$ cat config.mk
export PLATFORM = sky130hd
export DESIGN_NAME = serial_cmd_rx
export DESIGN_NICKNAME = d
export VERILOG_FILES = /design/src/rtl/serial_cmd_rx_pkg.sv /design/src/rtl/serial_cmd_rx_sync.sv /design/src/rtl/serial_cmd_rx_shift.sv /design/src/rtl/serial_cmd_rx_decode.sv /design/src/rtl/serial_cmd_rx.sv
export SDC_FILE = /design/constraint.sdc
export NUM_CORES = 1
export LEC_CHECK = 0
export BUFFER_PORTS_ARGS = -buffer_cell sky130_fd_sc_hd__buf_4
export CAP_MARGIN = 20
export CORE_MARGIN = 2
export CORE_UTILIZATION = 55
export DETAILED_ROUTE_END_ITERATION = 8
export GPL_ROUTABILITY_DRIVEN = 0
export PLACE_DENSITY = 0.78
export SYNTH_ARGS = -nofsm -noshare
export SYNTH_HDL_FRONTEND = slang
export SYNTH_SLANG_ARGS = --single-unit
$ cat constraint.sdc
create_clock -name clk -period 3.5 [get_ports clk]
set_clock_uncertainty 0.05 [all_clocks]
set_input_delay 0.35 -clock clk [delete_from_list [all_inputs] [get_ports clk]]
set_output_delay 0.35 -clock clk [all_outputs]
set_load 0.02 [all_outputs]
$ cat src/rtl/serial_cmd_rx_pkg.sv
package serial_cmd_rx_pkg;
  localparam int BYTE_W = 8;
  localparam int LOW_W  = 4;
  localparam int CH_W   = 2;
  localparam int DATA_W = BYTE_W + LOW_W;
  localparam int CNT_W  = $clog2(BYTE_W + 1);

  // bit positions inside the control byte (decoded by the PWM protocol)
  localparam int MODE_BIT = 0;
  localparam int CH_LSB   = 1;
  localparam int EN_BIT   = 3;
  localparam int LOW_LSB  = 4;

  localparam logic [DATA_W-1:0] MASK_LOW  = {{BYTE_W{1'b0}}, {LOW_W{1'b1}}};
  localparam logic [DATA_W-1:0] MASK_FULL = {DATA_W{1'b1}};

  typedef struct packed {
    logic              valid;
    logic [CH_W-1:0]   chan;
    logic [DATA_W-1:0] data;
    logic [DATA_W-1:0] mask;
    logic              en;
  } upd_t;
endpackage

$ cat src/rtl/serial_cmd_rx_sync.sv
module serial_cmd_rx_sync #(
  parameter int          W       = 4,
  parameter int          STAGES  = 2,
  parameter logic [W-1:0] RST_VAL = '0
) (
  input  logic         clk,
  input  logic         rst,
  input  logic [W-1:0] d,
  output logic [W-1:0] q
);
  logic [W-1:0] stage [STAGES];

  for (genvar s = 0; s < STAGES; s++) begin : g_stage
    always_ff @(posedge clk) begin
      if (rst) stage[s] <= RST_VAL;
      else     stage[s] <= (s == 0) ? d : stage[(s == 0) ? 0 : s - 1];
    end
  end

  assign q = stage[STAGES-1];
endmodule

$ cat src/rtl/serial_cmd_rx_shift.sv
module serial_cmd_rx_shift
  import serial_cmd_rx_pkg::*;
(
  input  logic              clk,
  input  logic              rst,
  input  logic              cs_n_s,
  input  logic              wr_n_s,
  input  logic              sclk_s,
  input  logic              sdi_s,
  output logic              byte_vld,
  output logic [BYTE_W-1:0] byte_data
);
  logic              sclk_q, wr_q;
  logic [BYTE_W-1:0] sreg;
  logic [CNT_W-1:0]  cnt;
  logic              sclk_rise, wr_rise, cnt_full;

  assign sclk_rise = sclk_s & ~sclk_q;
  assign wr_rise   = wr_n_s & ~wr_q;
  assign cnt_full  = (cnt == CNT_W'(BYTE_W));

  always_ff @(posedge clk) begin
    if (rst) begin
      sclk_q    <= 1'b0;
      wr_q      <= 1'b1;
      sreg      <= '0;
      cnt       <= '0;
      byte_vld  <= 1'b0;
      byte_data <= '0;
    end else begin
      sclk_q   <= sclk_s;
      wr_q     <= wr_n_s;
      byte_vld <= 1'b0;
      if (cs_n_s) begin
        cnt <= '0;
      end else if (wr_rise) begin
        byte_vld  <= cnt_full;
        byte_data <= sreg;
        cnt       <= '0;
      end else if (sclk_rise && !wr_n_s) begin
        sreg <= {sdi_s, sreg[BYTE_W-1:1]};
        if (!cnt_full) cnt <= cnt + 1'b1;
      end
    end
  end
endmodule

$ cat src/rtl/serial_cmd_rx_decode.sv
module serial_cmd_rx_decode
  import serial_cmd_rx_pkg::*;
(
  input  logic              clk,
  input  logic              rst,
  input  logic              byte_vld,
  input  logic [BYTE_W-1:0] byte_data,
  output upd_t              upd
);
  logic             pend;
  logic [CH_W-1:0]  pend_chan;
  logic [LOW_W-1:0] pend_low;

  logic             b_mode, b_en;
  logic [CH_W-1:0]  b_chan;
  logic [LOW_W-1:0] b_low;

  assign b_mode = byte_data[MODE_BIT];
  assign b_en   = byte_data[EN_BIT];
  assign b_chan = byte_data[CH_LSB +: CH_W];
  assign b_low  = byte_data[LOW_LSB +: LOW_W];

  always_ff @(posedge clk) begin
    if (rst) begin
      pend      <= 1'b0;
      pend_chan <= '0;
      pend_low  <= '0;
      upd       <= '0;
    end else begin
      upd.valid <= 1'b0;
      if (byte_vld) begin
        if (pend) begin
          pend      <= 1'b0;
          upd.valid <= 1'b1;
          upd.chan  <= pend_chan;
          upd.data  <= {byte_data, pend_low};
          upd.mask  <= MASK_FULL;
          upd.en    <= 1'b1;
        end else if (!b_en) begin
          upd.valid <= 1'b1;
          upd.chan  <= b_chan;
          upd.data  <= '0;
          upd.mask  <= '0;
          upd.en    <= 1'b0;
        end else if (!b_mode) begin
          upd.valid <= 1'b1;
          upd.chan  <= b_chan;
          upd.data  <= {{BYTE_W{1'b0}}, b_low};
          upd.mask  <= MASK_LOW;
          upd.en    <= 1'b1;
        end else begin
          pend      <= 1'b1;
          pend_chan <= b_chan;
          pend_low  <= b_low;
        end
      end
    end
  end
endmodule

$ cat src/rtl/serial_cmd_rx.sv
module serial_cmd_rx
  import serial_cmd_rx_pkg::*;
#(
  parameter int SYNC_STAGES = 2
) (
  input  logic              clk,
  input  logic              rst,
  input  logic              cs_n,
  input  logic              wr_n,
  input  logic              sclk,
  input  logic              sdi,
  output logic              upd_valid,
  output logic [CH_W-1:0]   upd_chan,
  output logic [DATA_W-1:0] upd_data,
  output logic [DATA_W-1:0] upd_mask,
  output logic              upd_en
);
  logic [3:0]        sync_q;
  logic              byte_vld;
  logic [BYTE_W-1:0] byte_data;
  upd_t              upd;

  serial_cmd_rx_sync #(
    .W       (4),
    .STAGES  (SYNC_STAGES),
    .RST_VAL (4'b1100)
  ) u_sync (
    .clk (clk),
    .rst (rst),
    .d   ({cs_n, wr_n, sclk, sdi}),
    .q   (sync_q)
  );

  serial_cmd_rx_shift u_shift (
    .clk       (clk),
    .rst       (rst),
    .cs_n_s    (sync_q[3]),
    .wr_n_s    (sync_q[2]),
    .sclk_s    (sync_q[1]),
    .sdi_s     (sync_q[0]),
    .byte_vld  (byte_vld),
    .byte_data (byte_data)
  );

  serial_cmd_rx_decode u_dec (
    .clk       (clk),
    .rst       (rst),
    .byte_vld  (byte_vld),
    .byte_data (byte_data),
    .upd       (upd)
  );

  assign upd_valid = upd.valid;
  assign upd_chan  = upd.chan;
  assign upd_data  = upd.data;
  assign upd_mask  = upd.mask;
  assign upd_en    = upd.en;
endmodule

==> reports/metrics.cfg, run 1 <==
[outcome]
status=complete, no violations

[die]
die_x_um=65.6
die_h_um=65.6
io_pins=34
die_area_um2=4310
num_rows=22
core_um2=3660
initial_utilization_pct=57.1

[clocking]
clk_pin_slew_ns=0.10
cts_root_buf=clkbuf_8
ctsResizeCount=0
cts_sinks=55
clk_path_buf_depth=2
ctsHoldBuffers=0
clk_latency_ns=0.31
cts_tree=built
htreeDepth=2
cts_made_buffers=5
postCtsSetupBuffers=0

[synth]
avgSynthCellArea_um2=9.63
ys_ff_latch=55
ys_seq_area_share_pct=52.7
synth_top_cell_area_share_pct=52.7
syn-cell-area_um2=2090
synth_cells=217
synthesis.nets=225
synthTopCellsByArea=dfxtp_1 53%, mux2i_1 6.2%, nand2_1 4.9%
ys_types=35
yosys.area.top_type=dfxtp_1
ys_warn_count=0

[route]
first_pass_iters=4
drtIter0Drc=108
vias=1450
routed_via_density=5.11
avgRoutedWirePerCell_um=11.7
drt-total-wl_um=3340
route.antenna.remaining_nets=0
drc_errors=0

[grt]
grt_pass1_wl_um=5910
antenna_found_initial=0
grt_max_degree=41
grt_pass1_vias=1325
grt_overflow_total=0
grt.total_usage_pct=17.8

[sta]
post-route-period-util_pct=47.1
grt_setup_unrepaired=no
drv_slew=0
worstMarginPinSlew_ns=0.660
timing.hold.ws_ns=0.169
fmax_ghz=0.607
setup_tns_ns=0
setup_viol=0
setup_slack_ns=1.85
max-slew-margin-rel_pct=55.9
hold_violations=0
min_period_ns=1.65

[worst_setup_path]
critical_path_class=reg -> reg
crit_path_start_kind=flop
cp.required_ns=3.66
slowest_stage=dfxtp_1
path_max_fanout=15
crit_chain=and3b_1, o21ba_2, a22o_1
r2r_setup_slack_ns=1.85
cp_slowest_stage_delay_ns=0.68
r2r-start=u_dec.pend$_SDFFE_PP0P_
crit_path_end_kind=flop
cp.arrival_ns=1.80
reg2reg_to=u_dec.upd[26]$_SDFFE_PP0P_
reg2regPathDepth=3

[placement]
dpl.hpwl_um=2380
dpl_worst_slack_ns=1.88
portBuffers=33

[worst_hold_path]
worstHoldEndpoint=u_sync.stage[0][2]$_SDFF_PP1_
min_path_type=in -> reg
worstHoldStart=wr_n
min_path_cells=2

[layout]
fillers=324
diodes=0
multi_input_comb_area_um2=848
register_area_um2=1100
drive_gt1_share_pct=22.5
areaGrowthSynthToFinish_pct=14.3
nNetsFinal=243

[power]
ir_worst_vdd_uv=276
p_per_area_nw_per_um2=451
swShare_pct=20.7
p_int_uw=854
p_leak_uw=0.000942
combPwrFrac_pct=1.9
p_switching_uw=222
power_uw=1080
seq_power_share_pct=58.8
pwr-share-clk_pct=39.3

[run]
max_cap_viol_count=0

-- logic make-up after synthesis --
logic type                 Yosys count  share of synthesized area [%]
and+or+nand+nor                     70                           17.5
buffers and inverters               26                           6.71
adders and majority gates            2                           1.20
DFF                                 55                           52.7
AOI/OAI and AO/OA                   50                           15.2
muxes                               14                           6.77
-- sequential cells by signal, summed over array words and instances (netlist names), 2 cells and up --
register           cells
u_dec.upd             17
u_sync.stage           8
u_shift.cnt            4
u_shift.sreg           8
u_shift.byte_data      8
u_dec.pend_chan        2
u_dec.pend_low         4
-- cell type report --
cell class	instances	area share [%]
Sequential cell	55	46.1
Clock inverter	3	1.94
Tap cell	48	2.52
Multi-Input combinational cell	136	35.5
Clock buffer	5	2.88
Timing Repair Buffer	33	10.4
Inverter	4	0.629
-- power by group through the flow --
stage          Combinational (uW)  Sequential (uW)  Clock (uW)
2_1_floorplan                15.7              646           0
3_3_place_gp                 20.4              648           0
3_5_place_dp                 20.6              648           0
4_1_cts                      20.6              633         437
5_1_grt                      22.3              635         459
6_report                     20.2              633         423
-- critical path, delay by kind of cell, from the launching register on --
kind	cells	cell delay, ns
flops	1	0.68
simple gates	1	0.26
compound gates	2	0.54
-- through the flow --
step	utilization, %	area [um^2]	std cells
floorplan	-	2090	217
global route	65.2	2390	284
global placement	62.1	2270	276
detailed placement	62.1	2270	276
finish	65.2	2390	284
CTS	65.2	2390	284
-- per-layer routing --
layer / GRT usage, % / vias up / routed length, um
met3: 5.65 / 6 / 126
met5: 0 / - / 0
met2: 28.3 / 25 / 1530
li1: - / 769 / -
met1: 22.3 / 650 / 1620
met4: 7.03 / 0 / 58
-- Yosys cell counts, drive strengths merged --
cell / n
or4: 1
nand4b: 1
o21ba: 1
and3b: 2
ha: 2
or2: 5
or3b: 1
mux2i: 13
nor4b: 1
o21ai: 11
or3: 1
a21boi: 1
a22o: 8
mux2: 1
nand2: 27
or4b: 1
nand3: 6
nor2b: 6
nor3: 2
dfxtp: 55
nor3b: 1
nand2b: 2
o21a: 1
o2bb2ai: 5
a21o: 1
a22oi: 1
nor2: 12
or2b: 1
inv: 4
buf: 14
a21oi: 20
o21bai: 1
clkbuf: 8
-- placed cells by master, fill, tap and decap left out, types with 2 or more instances in the layout --
master / instances
ha_1: 2
nor3_1: 2
nor2b_1: 6
nor2_1: 12
buf_4: 33
nand3_1: 6
and3b_1: 2
nand2b_1: 2
dfxtp_1: 55
or2_2: 5
a21oi_1: 20
a22o_1: 8
inv_1: 4
mux2i_1: 13
nand2_1: 27
o21ai_0: 11
o2bb2ai_1: 5
clkbuf_8: 5
-- worst max-delay path by stage --
stage / to / cells past startpoint / from
after floorplan: u_shift.sreg[0]$_SDFFE_PP0P_ / 4 / u_shift.sclk_q$_SDFF_PP0_
after global placement: u_dec.upd[26]$_SDFFE_PP0P_ / 3 / u_dec.pend$_SDFFE_PP0P_
after detailed placement: u_dec.upd[26]$_SDFFE_PP0P_ / 3 / u_dec.pend$_SDFFE_PP0P_
after CTS: u_dec.upd[26]$_SDFFE_PP0P_ / 3 / u_dec.pend$_SDFFE_PP0P_
after global routing: u_dec.upd[26]$_SDFFE_PP0P_ / 3 / u_dec.pend$_SDFFE_PP0P_
final: u_dec.upd[26]$_SDFFE_PP0P_ / 3 / u_dec.pend$_SDFFE_PP0P_
(Power assumes the default switching activity.)
==> run 2: changes to the inputs <==
- ABC_AREA: default -> 1
- CORE_UTILIZATION: 55 -> 50
- PLACE_DENSITY: 0.78 -> 0.75
- clock period: 3.5 -> 1.4 ns (I/O delays scaled with it)
==> run 2 against run 1 <==
  * Critical path depth grew 4
  * Worst hold slack worse by 0.071 ns
  * Register-to-register slack lost 1.7 ns
  * First-iteration DRC count fell by 24%
  * Sequential cell count is the same
  * Fmax rose by 28%
  * Largest cell class unchanged
  * Via count grew 17%
  * Non-clock buffer count increased by 8
  * Clock power is 120% higher
  * Synthesized cell count rose by 29%
==> reports/metrics.cfg, run 2 <==
[synth]
ys_types=24
syn-cell-area_um2=2170
synth_cells=281
synth_commonest_cells=66 x nand2_1, 55 x dfxtp_1, 39 x nor2_1
synth_top_cell_area_share_pct=50.8
ys_seq_area_share_pct=50.8
synth_ff_type=dfxtp_1
ys_ff_latch=55
yosys.area.top_type=dfxtp_1
synthesis.nets=289
async_reset_ff_share_pct=0
synth_edf_count=0
synthTopCellsByArea=dfxtp_1 51%, nand2_1 11%, nor2_1 6.8%
ys_warn_count=0
yosysMostFrequentCell=nand2_1
avgSynthCellArea_um2=7.71

[worst_setup_path]
critical_path_class=reg -> reg
critPathTopFamily=flip-flops
crit_path_end_kind=flop
cp_slowest_stage_delay_ns=0.40
cp.arrival_ns=1.48
path_buf_inv=1
crit_chain=inv_1, ha_1, nand2_1, nor2_1, nor2_2, nand2_1, a21oi_1
crit_top_cell=nand2_1
cp.required_ns=1.60
crit_path_start_kind=flop
path_max_fanout=5
slowest_stage=dfxtp_1

[layout]
drive_gt1_share_pct=19.6
register_area_um2=1100
instances_no_fill=362
areaGrowthSynthToFinish_pct=17.0
top_register=u_dec.upd
nNetsFinal=319
mostFrequentLayoutCells=65 x nand2_1, 54 x dfxtp_1, 38 x nor2_1, 37 x buf_4, 30 x inv_1
largest_register_ffs=17
layout_commonest_cell=nand2_1
diodes=0
multi_input_comb_area_um2=837
fillers=384

[power]
swShare_pct=20.8
p_per_area_nw_per_um2=1030
ir_worst_vdd_uv=664
pwr-share-clk_pct=36.1
p_leak_uw=0.00106
combPwrFrac_pct=3.3
seq_power_share_pct=60.6
p_int_uw=2070
p_switching_uw=543

[sta]
worstMarginPinSlew_ns=0.314
fmax_ghz=0.778
min_period_ns=1.29
post-route-period-util_pct=91.8
setup_tns_ns=0
hold_violations=0
max-slew-margin-rel_pct=79.0
setup_viol=0
timing.hold.ws_ns=0.0983
setup_slack_ns=0.115
drv_slew=0

[route]
drc_errors=0
route.antenna.remaining_nets=0
drt-total-wl_um=3750
avgRoutedWirePerCell_um=10.4
vias=1691
first_pass_iters=4
drtIter0Drc=82
routed_via_density=4.67

[die]
die_x_um=69.8
core_um2=4090
num_rows=23
initial_utilization_pct=53.0
die_area_um2=4880
io_pins=34
die_h_um=69.8

[placement]
portBuffers=33
dpl.hpwl_um=2600
placed_cells=349
dpl_worst_slack_ns=0.0804

[outcome]
status=complete, no violations

[grt]
grt_max_degree=23
grt_pass1_vias=1572
antenna_found_initial=0
grt_pass1_wl_um=6650
grt.total_usage_pct=17.1
grt_overflow_total=0

[clocking]
cts_made_buffers=5
htreeDepth=2
clk_pin_slew_ns=0.09
cts_root_buf=clkbuf_8
cts_sinks=55
clk_path_buf_depth=2
cts_tree=built
postCtsSetupBuffers=0
clk_latency_ns=0.31

[worst_hold_path]
min_path_type=in -> reg

[run]
max_cap_viol_count=0

[run 2: cell types whose count changed after synthesis, sizes merged, moves of 6 or more]
cell / previous run / this run
a22o: 8 / 0
nand2: 27 / 68
nor2b: 6 / 0
o21ai: 11 / 30
nor2: 12 / 44
inv: 4 / 31
a21oi: 20 / 12
mux2i: 13 / 0
clkbuf: 8 / 2
[run 2: worst reg2reg max path, cell delays in order, from the launching register on]
cell and delay (ns):
dfxtp_1 0.40, inv_1 0.06, ha_1 0.19, nand2_1 0.06
nor2_1 0.05, nor2_2 0.20, nand2_1 0.07, a21oi_1 0.14
[run 2: area by class of cell]
| class | instances | area share [%] |
|---|---|---|
| inverter | 31 | 4.59 |
| tap | 50 | 2.47 |
| multi-input combinational | 177 | 33.0 |
| clock buffer | 8 | 3.95 |
| timing repair buffer | 41 | 12.5 |
| sequential | 55 | 43.5 |
[run 2: routing by layer]
layer  up-vias  share of wire, %  global-route usage, %
met5         -                 0                      0
met4         0               2.5                   9.19
met3         7               4.6                   3.78
met2        39                47                   29.8
met1       720                46                   19.1
li1        925                 -                      -
[run 2: repair_timing]
item                                    4_1_cts  5_1_grt
endpoints found under the hold margin         4        0
gates resized for setup                       0        3
endpoints found under the setup margin        0       17
hold buffers                                  4        0
[run 2: power by group through the flow]
stage                     clock (uW)  sequential [uW]  combinational (uW)
after detailed placement           0             1620                75.0
after global routing            1030             1580                97.8
after floorplan                    0             1620                54.0
after CTS                        961             1580                83.9
after global placement             0             1620                73.3
final                            940             1580                86.6
[run 2: final timing paths]
path | startpoint | to | slack (ns) | cells after the start
max reg2reg | u_shift.cnt[1]$_SDFFE_PP0P_ | u_shift.cnt[2]$_SDFFE_PP0P_ | 0.11 | 7
min reg2reg | u_sync.stage[0][0]$_SDFF_PP0_ | u_sync.stage[1][0]$_SDFF_PP0_ | 0.36 | 2
max | u_shift.cnt[1]$_SDFFE_PP0P_ | u_shift.cnt[2]$_SDFFE_PP0P_ | 0.11 | 7
min | rst | u_shift.byte_data[0]$_SDFFE_PP0P_ | 0.1 | 2
[run 2: cell families after synthesis]
family                     synth area share, %
buffers and inverters                     11.3
DFF                                       50.8
xor gates and xnor gates                 0.404
AOI/OAI and AO/OA                         10.0
and+or+nand+nor                           26.3
adders and majority gates                 1.15
[run 2: stage by stage]
step / cell area, um^2 / power [uW] / util [%]
finish: 2540 / 2610 / 62.1
global route: 2540 / 2720 / 62.1
CTS: 2520 / 2630 / 61.6
detailed placement: 2380 / 1690 / 58.2
global placement: 2380 / 1690 / 58.2
floorplan: 2170 / 1670 / -
==> run 3: changes to the inputs <==
- ABC_AREA: 1 -> 0
- CAP_MARGIN: 20 -> default
- CORE_UTILIZATION: 50 -> 49
- PLACE_DENSITY: 0.75 -> 0.74
==> run 3 against run 2 <==
  * The run now ends with negative setup slack left
  * Clock power down 2.8%
  * Total power down 1.3%
  * Wire length down 1.3%
  * Critical path depth down 4
  * Fmax down 9.2%
  * Via count down 8.2%
  * Global-route usage down 0.66 points
  * Register-to-register slack worse by 0.13 ns
  * Worst hold slack better by 0.0033 ns
  * Non-clock buffer count up 11
  * Critical endpoint unchanged
==> reports/metrics.cfg, run 3 (same netlist as run 1, synthesis figures left out) <==
[outcome]
status=finished, violations left
violations=negative setup slack

[die]
die_h_um=69.3
core_um2=4060
io_pins=34
initial_utilization_pct=51.5
die_area_um2=4800
num_rows=23
die_x_um=69.3

[sta]
post-route-period-util_pct=101
max-slew-margin-rel_pct=77.7
grt_setup_unrepaired=yes
setup_tns_ns=-0.0164
fmax_ghz=0.707
setup_slack_ns=-0.0153
hold_violations=0
min_period_ns=1.42
worstMarginPinSlew_ns=0.334
timing.hold.ws_ns=0.102
setup_viol=2
drv_slew=0

[placement]
placed_cells=292
dpl.hpwl_um=2540
place_area_um2=2380
portBuffers=33

[route]
routed_via_density=5.09
avgRoutedWirePerCell_um=12.1
drc_errors=0
drtIter0Drc=49
drt-total-wl_um=3700
first_pass_iters=4
vias=1553
route.antenna.remaining_nets=0

[power]
swShare_pct=21.6
p_leak_uw=0.00103
pwr-share-clk_pct=35.5
combPwrFrac_pct=3.2
seq_power_share_pct=61.3
ir_worst_vdd_uv=618
p_int_uw=2020
p_per_area_nw_per_um2=1000
p_switching_uw=556

[clocking]
cts_root_buf=clkbuf_8
cts_sinks=55
cts_made_buffers=5
cts_tree=built
htreeDepth=2
clk_latency_ns=0.31
clk_path_buf_depth=2
clk_pin_slew_ns=0.10

[layout]
areaGrowthSynthToFinish_pct=23.1
largest_register_ffs=17
drive_gt1_share_pct=32.5
final_cell_area_um2=2570
fillers=344
utilization_pct=63.4
layout_commonest_cell=dfxtp_1
top_register=u_dec.upd
nNetsFinal=262
instances_no_fill=305
mostFrequentLayoutCells=51 x dfxtp_1, 47 x buf_4, 22 x nand2_1, 17 x a21oi_1, 13 x mux2i_1
diodes=0

[worst_setup_path]
startpoint=u_shift.sclk_q$_SDFF_PP0_
crit_path_end_kind=flop
critical_path_class=reg -> reg
crit_path_start_kind=flop
reg2reg_to=u_shift.cnt[2]$_SDFFE_PP0P_
cp.required_ns=1.60
cp.arrival_ns=1.61
reg2regPathDepth=3
r2r-start=u_shift.sclk_q$_SDFF_PP0_
r2r_setup_slack_ns=-0.02
path_max_fanout=3

[grt]
antenna_found_initial=0
grt_pass1_wl_um=6440
grt_overflow_total=0
grt.total_usage_pct=16.4
grt_pass1_vias=1434
grt_max_degree=22

[worst_hold_path]
worstHoldEndpoint=u_dec.pend_chan[1]$_SDFFE_PP0P_
worstHoldStart=rst
min_path_cells=2
min_path_type=in -> reg

[run]
max_cap_viol_count=0

==> run 3: worst max-delay path by stage <==
stage | endpoint | slack, ns | cells after the start
final | u_shift.cnt[2]$_SDFFE_PP0P_ | -0.02 | 3
after global routing | u_shift.cnt[2]$_SDFFE_PP0P_ | -0.06 | 5
after CTS | u_shift.cnt[2]$_SDFFE_PP0P_ | -0.02 | 3
after detailed placement | u_shift.cnt[2]$_SDFFE_PP0P_ | -0.02 | 3
after global placement | u_shift.cnt[2]$_SDFFE_PP0P_ | 0.02 | 3
after floorplan | u_shift.cnt[2]$_SDFFE_PP0P_ | 0.0009 | 3
==> run 3: worst max-delay path: stages (launching register included) <==
cell     delay (ns)
dfxtp_1        0.32
or3b_4         0.39
or4_1          0.47
a21oi_1        0.13
==> run 3: what timing repair did <==
item | 4_1_cts | 5_1_grt
buffers inserted | 0 | 1
hold buffers | 4 | 0
pin swaps | 1 | 9
resized for setup | 1 | 17
endpoints found under the setup margin | 3 | 22
endpoints found under the hold margin | 4 | 0
==> run 3: metal layers <==
layer  global-route usage [%]  routed length (um)
met1                     19.7                1790
met2                     27.5                1670
met3                     5.23                 173
met4                     5.88                  62
met5                        0                   0
==> run 3: final cells by class <==
type	count	area [um^2]	share of cell area [%]
clock buffer	6	82.6	3.21
inverter	4	15.0	0.584
tap	50	62.6	2.43
timing repair buffer	52	404	15.7
multi-input combinational	136	885	34.4
sequential	55	1110	43.0
clock inverter	2	16.3	0.633
==> run 3: power groups by stage <==
| stage | registers (uW) | clock network [uW] | logic, uW |
|---|---|---|---|
| 3_5_place_dp | 1620 | 0 | 68.4 |
| 6_report | 1580 | 914 | 81.2 |
| 4_1_cts | 1580 | 940 | 77.5 |
| 3_3_place_gp | 1620 | 0 | 67.9 |
| 5_1_grt | 1580 | 1000 | 88.9 |
| 2_1_floorplan | 1620 | 0 | 39.4 |
==> run 3: metrics by stage <==
stage	power [uW]	setup WS, ns
2_1_floorplan	1660	0.000852
3_3_place_gp	1680	0.0178
3_5_place_dp	1680	-0.0155
4_1_cts	2600	-0.0194
5_1_grt	2670	-0.0604
6_report	2580	-0.0153
